**config.mk**
```make
export PLATFORM = sky130hd
export DESIGN_NAME = tern_stair_gen
export DESIGN_NICKNAME = d
export VERILOG_FILES = /design/src/rtl/tern_pkg.sv /design/src/rtl/tern_phase.sv /design/src/rtl/tern_split.sv /design/src/rtl/tern_leg.sv /design/src/rtl/tern_cell.sv /design/src/rtl/tern_stair_gen.sv
export SDC_FILE = /design/constraint.sdc
export NUM_CORES = 1
export LEC_CHECK = 0
export BUFFER_PORTS_ARGS = -buffer_cell sky130_fd_sc_hd__buf_4
export CAP_MARGIN = 20
export CORE_MARGIN = 1
export CORE_UTILIZATION = 40
export DETAILED_ROUTE_END_ITERATION = 6
export GPL_TIMING_DRIVEN = 0
export PLACE_DENSITY = 0.51
export SETUP_SLACK_MARGIN = 0.2
export SYNTH_ARGS = -nofsm -noshare
export SYNTH_HDL_FRONTEND = slang
export SYNTH_SLANG_ARGS = --single-unit
export TNS_END_PERCENT = 100
```
**constraint.sdc**
```tcl
create_clock -name clk -period 22.9 [get_ports clk]
set_input_delay 3.435 -clock clk [delete_from_list [all_inputs] [get_ports clk]]
set_output_delay 3.435 -clock clk [all_outputs]
set_load 0.02 [all_outputs]
```
**src/rtl/tern_pkg.sv**
```systemverilog
package tern_pkg;
  localparam int NCELL = 3;
  localparam int LVL_MAX = 13;
  localparam int NSTEP = 13;
  localparam int LVL_W = 6;
  localparam longint FRAC_SCALE = 1024;

  typedef enum logic [1:0] {
    DIG_ZERO = 2'b00,
    DIG_POS  = 2'b01,
    DIG_NEG  = 2'b10
  } digit_t;

  // Sine-derived step instant of level k, as a fraction of a quarter period (x1024)
  function automatic longint step_frac(int k);
    case (k)
      1:  return 25;
      2:  return 75;
      3:  return 126;
      4:  return 178;
      5:  return 230;
      6:  return 285;
      7:  return 341;
      8:  return 401;
      9:  return 465;
      10: return 534;
      11: return 612;
      12: return 707;
      13: return 843;
      default: return FRAC_SCALE;
    endcase
  endfunction

  // Clock-count threshold within a quarter of length q
  function automatic longint step_thr(int k, longint q);
    return (step_frac(k) * q) / FRAC_SCALE;
  endfunction

  // Balanced-ternary digit 'pos': ordinary ternary digits of level+13, shifted by one
  function automatic digit_t level_digit(logic signed [LVL_W-1:0] lvl, int pos);
    int v;
    v = int'(lvl) + LVL_MAX;
    for (int i = 0; i < NCELL; i++) begin
      if (i < pos) v = v / 3;
    end
    case (v % 3)
      0: return DIG_NEG;
      1: return DIG_ZERO;
      default: return DIG_POS;
    endcase
  endfunction

  function automatic int digit_val(digit_t d);
    case (d)
      DIG_POS: return 1;
      DIG_NEG: return -1;
      default: return 0;
    endcase
  endfunction

  // {right leg high wanted, left leg high wanted}
  function automatic logic [1:0] leg_wants(digit_t d);
    case (d)
      DIG_POS: return 2'b01;
      DIG_NEG: return 2'b10;
      default: return 2'b00;
    endcase
  endfunction
endpackage

```
**src/rtl/tern_phase.sv**
```systemverilog
module tern_phase
  import tern_pkg::*;
#(
  parameter int QUARTER_CYC = 250000
) (
  input  logic                    clk,
  input  logic                    rst,
  input  logic                    run,
  output logic signed [LVL_W-1:0] level_o
);
  localparam int QW = $clog2(QUARTER_CYC + 1);
  localparam logic [QW-1:0] QLAST = QW'(QUARTER_CYC - 1);

  logic [1:0]              quad_q;
  logic [QW-1:0]           off_q;
  logic [QW-1:0]           idx;
  logic [4:0]              mag;
  logic signed [LVL_W-1:0] mag_s;
  logic signed [LVL_W-1:0] lvl_next;
  wire                     quarter_end = (off_q == QLAST);

  // mirrored index in quarters 1 and 3
  assign idx = quad_q[0] ? (QLAST - off_q) : off_q;

  always_comb begin
    mag = '0;
    for (int k = 1; k <= NSTEP; k++) begin
      if (longint'(idx) >= step_thr(k, longint'(QUARTER_CYC))) mag = mag + 5'd1;
    end
  end

  assign mag_s    = {1'b0, mag};
  assign lvl_next = quad_q[1] ? -mag_s : mag_s;

  always_ff @(posedge clk) begin
    if (rst || !run) begin
      quad_q  <= '0;
      off_q   <= '0;
      level_o <= '0;
    end else begin
      level_o <= lvl_next;
      if (quarter_end) begin
        off_q  <= '0;
        quad_q <= quad_q + 2'd1;
      end else begin
        off_q <= off_q + QW'(1);
      end
    end
  end

  a_r3_unit_step: assert property (@(posedge clk) disable iff (rst)
    (run && $past(run)) |-> ((level_o == $past(level_o)) ||
                             (level_o == $past(level_o) + 6'sd1) ||
                             (level_o == $past(level_o) - 6'sd1)));

  a_r3_in_range: assert property (@(posedge clk) disable iff (rst)
    (level_o <= 6'sd13) && (level_o >= -6'sd13));

  a_r8_level_clear: assert property (@(posedge clk) disable iff (rst)
    !run |=> (level_o == 6'sd0));
endmodule

```
**src/rtl/tern_split.sv**
```systemverilog
module tern_split
  import tern_pkg::*;
(
  input  logic signed [LVL_W-1:0] level_i,
  output digit_t                  dig_o [NCELL]
);
  for (genvar c = 0; c < NCELL; c++) begin : g_dig
    assign dig_o[c] = level_digit(level_i, c);
  end
endmodule

```
**src/rtl/tern_leg.sv**
```systemverilog
module tern_leg #(
  parameter int DEAD_CYC = 50
) (
  input  logic clk,
  input  logic rst,
  input  logic run,
  input  logic want_hi,
  output logic g_hi,
  output logic g_lo
);
  localparam int CW = $clog2(DEAD_CYC + 1);
  localparam logic [CW-1:0] WAIT_INIT = CW'(DEAD_CYC - 1);
  localparam logic [CW-1:0] GAP_SAT   = CW'(DEAD_CYC);

  logic          on_q;
  logic          side_q;
  logic [CW-1:0] wait_q;
  logic [CW-1:0] off_run;
  wire           side_flip = on_q && (side_q != want_hi);
  wire           leg_off   = !g_hi && !g_lo;

  always_ff @(posedge clk) begin
    if (rst || !run) begin
      on_q   <= 1'b0;
      side_q <= want_hi;
      wait_q <= WAIT_INIT;
    end else if (on_q) begin
      if (side_flip) begin
        on_q   <= 1'b0;
        side_q <= want_hi;
        wait_q <= WAIT_INIT;
      end
    end else begin
      side_q <= want_hi;
      if (wait_q == '0) on_q <= 1'b1;
      else              wait_q <= wait_q - CW'(1);
    end
  end

  assign g_hi = on_q & side_q;
  assign g_lo = on_q & ~side_q;

  // independent gap counter used only by the checks below
  always_ff @(posedge clk) begin
    if (rst) off_run <= '0;
    else if (leg_off) begin
      if (off_run != GAP_SAT) off_run <= off_run + CW'(1);
    end else off_run <= '0;
  end

  a_r7_dead_gap: assert property (@(posedge clk) disable iff (rst)
    ($rose(g_hi) || $rose(g_lo)) |-> (off_run >= GAP_SAT));

  a_r7_flip_goes_off: assert property (@(posedge clk) disable iff (rst)
    (side_flip && run) |=> (!g_hi && !g_lo));

  a_r8_force_off: assert property (@(posedge clk) disable iff (rst)
    !run |=> (!g_hi && !g_lo));

  a_r6_one_side: assert property (@(posedge clk) disable iff (rst)
    $countones({g_hi, g_lo}) <= 1);
endmodule

```
**src/rtl/tern_cell.sv**
```systemverilog
module tern_cell
  import tern_pkg::*;
#(
  parameter int DEAD_CYC = 50
) (
  input  logic       clk,
  input  logic       rst,
  input  logic       run,
  input  digit_t     dig,
  output logic [3:0] gate
);
  logic [1:0] want;
  assign want = leg_wants(dig);

  // leg 0 = left (bits 0,1), leg 1 = right (bits 2,3)
  for (genvar l = 0; l < 2; l++) begin : g_leg
    tern_leg #(.DEAD_CYC(DEAD_CYC)) u_leg (
      .clk    (clk),
      .rst    (rst),
      .run    (run),
      .want_hi(want[l]),
      .g_hi   (gate[2*l]),
      .g_lo   (gate[2*l+1])
    );
  end
endmodule

```
**src/rtl/tern_stair_gen.sv**
```systemverilog
module tern_stair_gen
  import tern_pkg::*;
#(
  parameter int QUARTER_CYC = 250000,
  parameter int DEAD_CYC    = 50
) (
  input  logic              clk,
  input  logic              rst,
  input  logic              enable,
  input  logic              fault,
  output logic [11:0]       gates,
  output logic signed [5:0] level
);
  wire    run = enable && !fault;
  digit_t dig [NCELL];

  tern_phase #(.QUARTER_CYC(QUARTER_CYC)) u_phase (
    .clk    (clk),
    .rst    (rst),
    .run    (run),
    .level_o(level)
  );

  tern_split u_split (
    .level_i(level),
    .dig_o  (dig)
  );

  for (genvar c = 0; c < NCELL; c++) begin : g_cell
    tern_cell #(.DEAD_CYC(DEAD_CYC)) u_cell (
      .clk (clk),
      .rst (rst),
      .run (run),
      .dig (dig[c]),
      .gate(gates[4*c +: 4])
    );
  end

  a_r4_digit_sum: assert property (@(posedge clk) disable iff (rst)
    (9 * digit_val(dig[2]) + 3 * digit_val(dig[1]) + digit_val(dig[0])) == int'(level));

  a_r1_reset_quiet: assert property (@(posedge clk)
    rst |=> (gates == 12'd0) && (level == 6'sd0));
endmodule

```
==> flow_summary.yaml <==
clocking:
  clock_insertion_delay_worst_skew_ns: 0.33
  cts-htree-levels: 3
  cts_root_buf: "sky130_fd_sc_hd__clkbuf_16"
  post-cts-setup-buffers: 0
  cts.sinks: 74
  cts_tree: "yes"
  cts-hold-fix-buffers: 0
  cts_buffers: 9
  cts_max_path_buffers: 2
  cts-resized-gates: 0
  clkTransAtPathRegs_ns: 0.06
place:
  hpwlAfterDp_mm: 17.3
  placer_congestion: 0.877
  dp_worst_setup_slack_ns: 3.73
  portBuffers: 21
grt:
  grt_first_pass_wirelength_mm: 37.9
  grtUsageTotal: 0.201
  initial_antenna_violation_count: 0
  grt_pass1_vias: 7927
  pin_count_of_the_biggest_net_entering_global_routing: 13
  global_route_congestion_overflow_total: 0
hold_path:
  timing.hold.worst_endpoint: "g_cell[2].u_cell.g_leg[0].u_leg.wait_q[5]"
  worst_hold_path_cell_count: 2
  min-delay-path-class: "flip-flop to flip-flop"
  hold_path_startpoint: "g_cell[2].u_cell.g_leg[0].u_leg.wait_q[5]"
critical_path:
  path_class: "flip-flop to flip-flop"
  r2r_setup_slack_ns: 3.54
  r2r_end: "g_cell[2].u_cell.g_leg[1].u_leg.wait_q[4]"
  worstSetupStartpointType: "flip-flop"
  timing.critical_path.slowest_cell_delay_ns: 0.66
  crit_top_cell: "sky130_fd_sc_hd__ha_1"
  critical_path.reg2reg.startpoint: "u_phase.level_o[0]"
  rr_worst_depth: 85
  maximum_fanout_along_the_worst_path: 11
  timing.critical_path.required_ns: 23.12
  critical_path_end_type: "flip-flop"
  critPathArrivalTime_ns: 19.58
  timing.critical_path.slowest_stage_cell: "sky130_fd_sc_hd__or4_2"
synthesis:
  synth.area.top_cells: "sky130_fd_sc_hd__dfxtp_1, sky130_fd_sc_hd__ha_1, sky130_fd_sc_hd__nor2_1, sky130_fd_sc_hd__xnor2_1, sky130_fd_sc_hd__nand2_1"
  synth_cell_type_count: 120
  synthDominantCellAreaShare: 0.154
  yosysTopAreaCell: "sky130_fd_sc_hd__dfxtp_1"
  synthMostInstantiatedCell: "sky130_fd_sc_hd__nor2_1"
  count_of_flip_flops_with_a_built_in_enable_after_synthesis: 6
  ys_async_sr_fraction: 0
  post_synth_most_frequent_cells: "sky130_fd_sc_hd__nor2_1, sky130_fd_sc_hd__nand2_1, sky130_fd_sc_hd__a21oi_1"
  synth_flop_cell: "sky130_fd_sc_hd__dfxtp_1"
  syn-num-nets: 1258
  yosys_warnings: 0
  postSynthRegisterBits: 74
  post_synth_instance_area_um2: 8860
  synth-seq-area-share: 0.174
  synthesis.area_per_instance_um2: 7.33
  synthCells: 1209
cells_and_area:
  layout.area.seq_um2: 1540
  fraction_of_the_core_area_covered_by_cells_at_the_end_of_the_flow: 0.445
  finalNetCount: 1290
  antennaDiodeCount: 0
  final_layout_size_suffix_gt1_frac: 0.124
  syn2layout_area_growth_pct: 9.09
  nFillCells: 2264
  multi_input_area_um2: 6730
sta:
  final.period_utilization: 0.845
  setup_violation_total_in_the_final_timing_report: 0
  min_period_ns: 19.36
  finalClockSkew_ns: 0.00595
  holdWs_ns: 0.485
  max_freq_mhz: 51.7
  post-route-worst-setup-slack_ns: 3.54
  tightestPinTransition_ns: 0.955
  final_hold_viol_count: 0
  slew_viol_final: 0
  rsz0062_at_grt: "no"
  timing.setup.tns_ns: 0
  slew_headroom: 0.353
drt:
  ant_nets: 0
  detail_route.vias_per_cell: 5.61
  remaining_drc_errors: 0
  routedWlPerCell_um: 14.6
  route.vias.total: 8561
  drt_first_pass_iters: 5
  detailedRoute.firstIterationViolations: 412
  postRouteWirelength_mm: 22.2
status:
  run_status: "finished clean"
die:
  die_h_um: 151
  ioPinCount: 22
  die_width_um: 151
  floorplan.initialDensity: 0.407
  floorplan.die_area_um2: 22800
  std_cell_rows: 54
  core_area_um2: 21800
job:
  maximum_capacitance_violations: 0
power:
  ir_drop_mv: 0.0385
  static-leakage-power_uw: 0.00375
  power.density_nw_per_um2: 29.2
==> cells in the final DEF, fill, tap and decap left out, types with 9 or more instances in the layout <==
master / n
sky130_fd_sc_hd__nor2_1: 150
sky130_fd_sc_hd__nand2_1: 104
sky130_fd_sc_hd__a21oi_1: 76
sky130_fd_sc_hd__o21ai_0: 68
sky130_fd_sc_hd__dfxtp_1: 68
sky130_fd_sc_hd__xnor2_1: 51
sky130_fd_sc_hd__nand3_1: 49
sky130_fd_sc_hd__inv_1: 49
sky130_fd_sc_hd__ha_1: 45
sky130_fd_sc_hd__xor2_1: 44
sky130_fd_sc_hd__buf_4: 40
sky130_fd_sc_hd__nor3_1: 36
sky130_fd_sc_hd__clkbuf_1: 30
sky130_fd_sc_hd__and2_1: 23
sky130_fd_sc_hd__nor2b_1: 20
sky130_fd_sc_hd__mux2i_1: 19
sky130_fd_sc_hd__nand4_1: 19
sky130_fd_sc_hd__nand2b_1: 18
sky130_fd_sc_hd__a31oi_1: 17
sky130_fd_sc_hd__and3_1: 17
sky130_fd_sc_hd__nor4_1: 12
sky130_fd_sc_hd__o211ai_1: 12
sky130_fd_sc_hd__o21a_1: 12
sky130_fd_sc_hd__a21o_1: 11
sky130_fd_sc_hd__a211oi_1: 11
sky130_fd_sc_hd__mux2_2: 11
sky130_fd_sc_hd__clkbuf_16: 9
==> worst max-delay path: cells and delay by family, from the launching register on <==
family          cells  cell delay, ns
compound gates     22            5.20
xor+xnor            5            1.06
fa+ha+maj          14            3.83
buf+inv            17            3.02
flops               1            0.53
mux                 1            0.07
simple gates       26            5.47
==> worst max path at each step <==
stage / start / end / depth (start not counted) / slack, ns
finish: u_phase.level_o[0] / g_cell[2].u_cell.g_leg[1].u_leg.wait_q[4] / 85 / 3.54
global placement: u_phase.level_o[0] / g_cell[2].u_cell.g_leg[0].u_leg.wait_q[0] / 85 / 3.66
floorplan: u_phase.level_o[0] / g_cell[2].u_cell.g_leg[1].u_leg.wait_q[4] / 85 / 6.62
CTS: u_phase.level_o[0] / g_cell[2].u_cell.g_leg[0].u_leg.wait_q[0] / 85 / 3.63
global route: u_phase.level_o[0] / g_cell[2].u_cell.g_leg[0].u_leg.wait_q[0] / 85 / 1.79
detailed placement: u_phase.level_o[0] / g_cell[2].u_cell.g_leg[0].u_leg.wait_q[0] / 85 / 3.73
==> state kept, by name (all words and copies together) (netlist names) <==
register / count
g_cell.u_cell.g_leg.u_leg.wait_q: 36
g_cell.u_cell.g_leg.u_leg.side_q: 6
u_phase.off_q: 18
u_phase.quad_q: 2
u_phase.level_o: 6
g_cell.u_cell.g_leg.u_leg.on_q: 6
==> kinds of logic after synthesis <==
family	Yosys count	synth area share
adders and majority gates	45	0.0635
buffers and inverters	117	0.0672
xor gates and xnor gates	96	0.0957
DFF	74	0.174
muxes	31	0.0371
and+or+nand+nor	523	0.306
AOI/OAI and AO/OA	323	0.256
==> through the flow <==
stage               total power (µW)  instances  cell area [µm²]
floorplan                        141       1209             8860
global route                     295       1526             9670
finish                           282       1526             9670
detailed placement               144       1510             9370
CTS                              287       1526             9670
global placement                 144       1510             9370
==> metal layers <==
layer,GRT usage,share of wire
met1,0.280,0.51
met4,0.0475,0.015
met2,0.326,0.45
met3,0.0247,0.029
met5,0,0
==> cell type report <==
| cell class | count | area share |
|---|---|---|
| plain buffers | 64 | 0.0409 |
| clock buffers | 12 | 0.0255 |
| clock inverters | 4 | 0.00530 |
| inverters | 53 | 0.0207 |
| multi-input cells | 1018 | 0.696 |
| flip-flops and latches | 74 | 0.159 |
| well taps | 280 | 0.0362 |
| repair buffers | 21 | 0.0163 |
==> power by group <==
part	internal, µW	total (µW)	switching (µW)
Sequential	131	132	1.02
Combinational	3.55	8.73	5.18
Clock	87.4	141	53.7
Note: power is estimated with default switching activity, not from simulation.
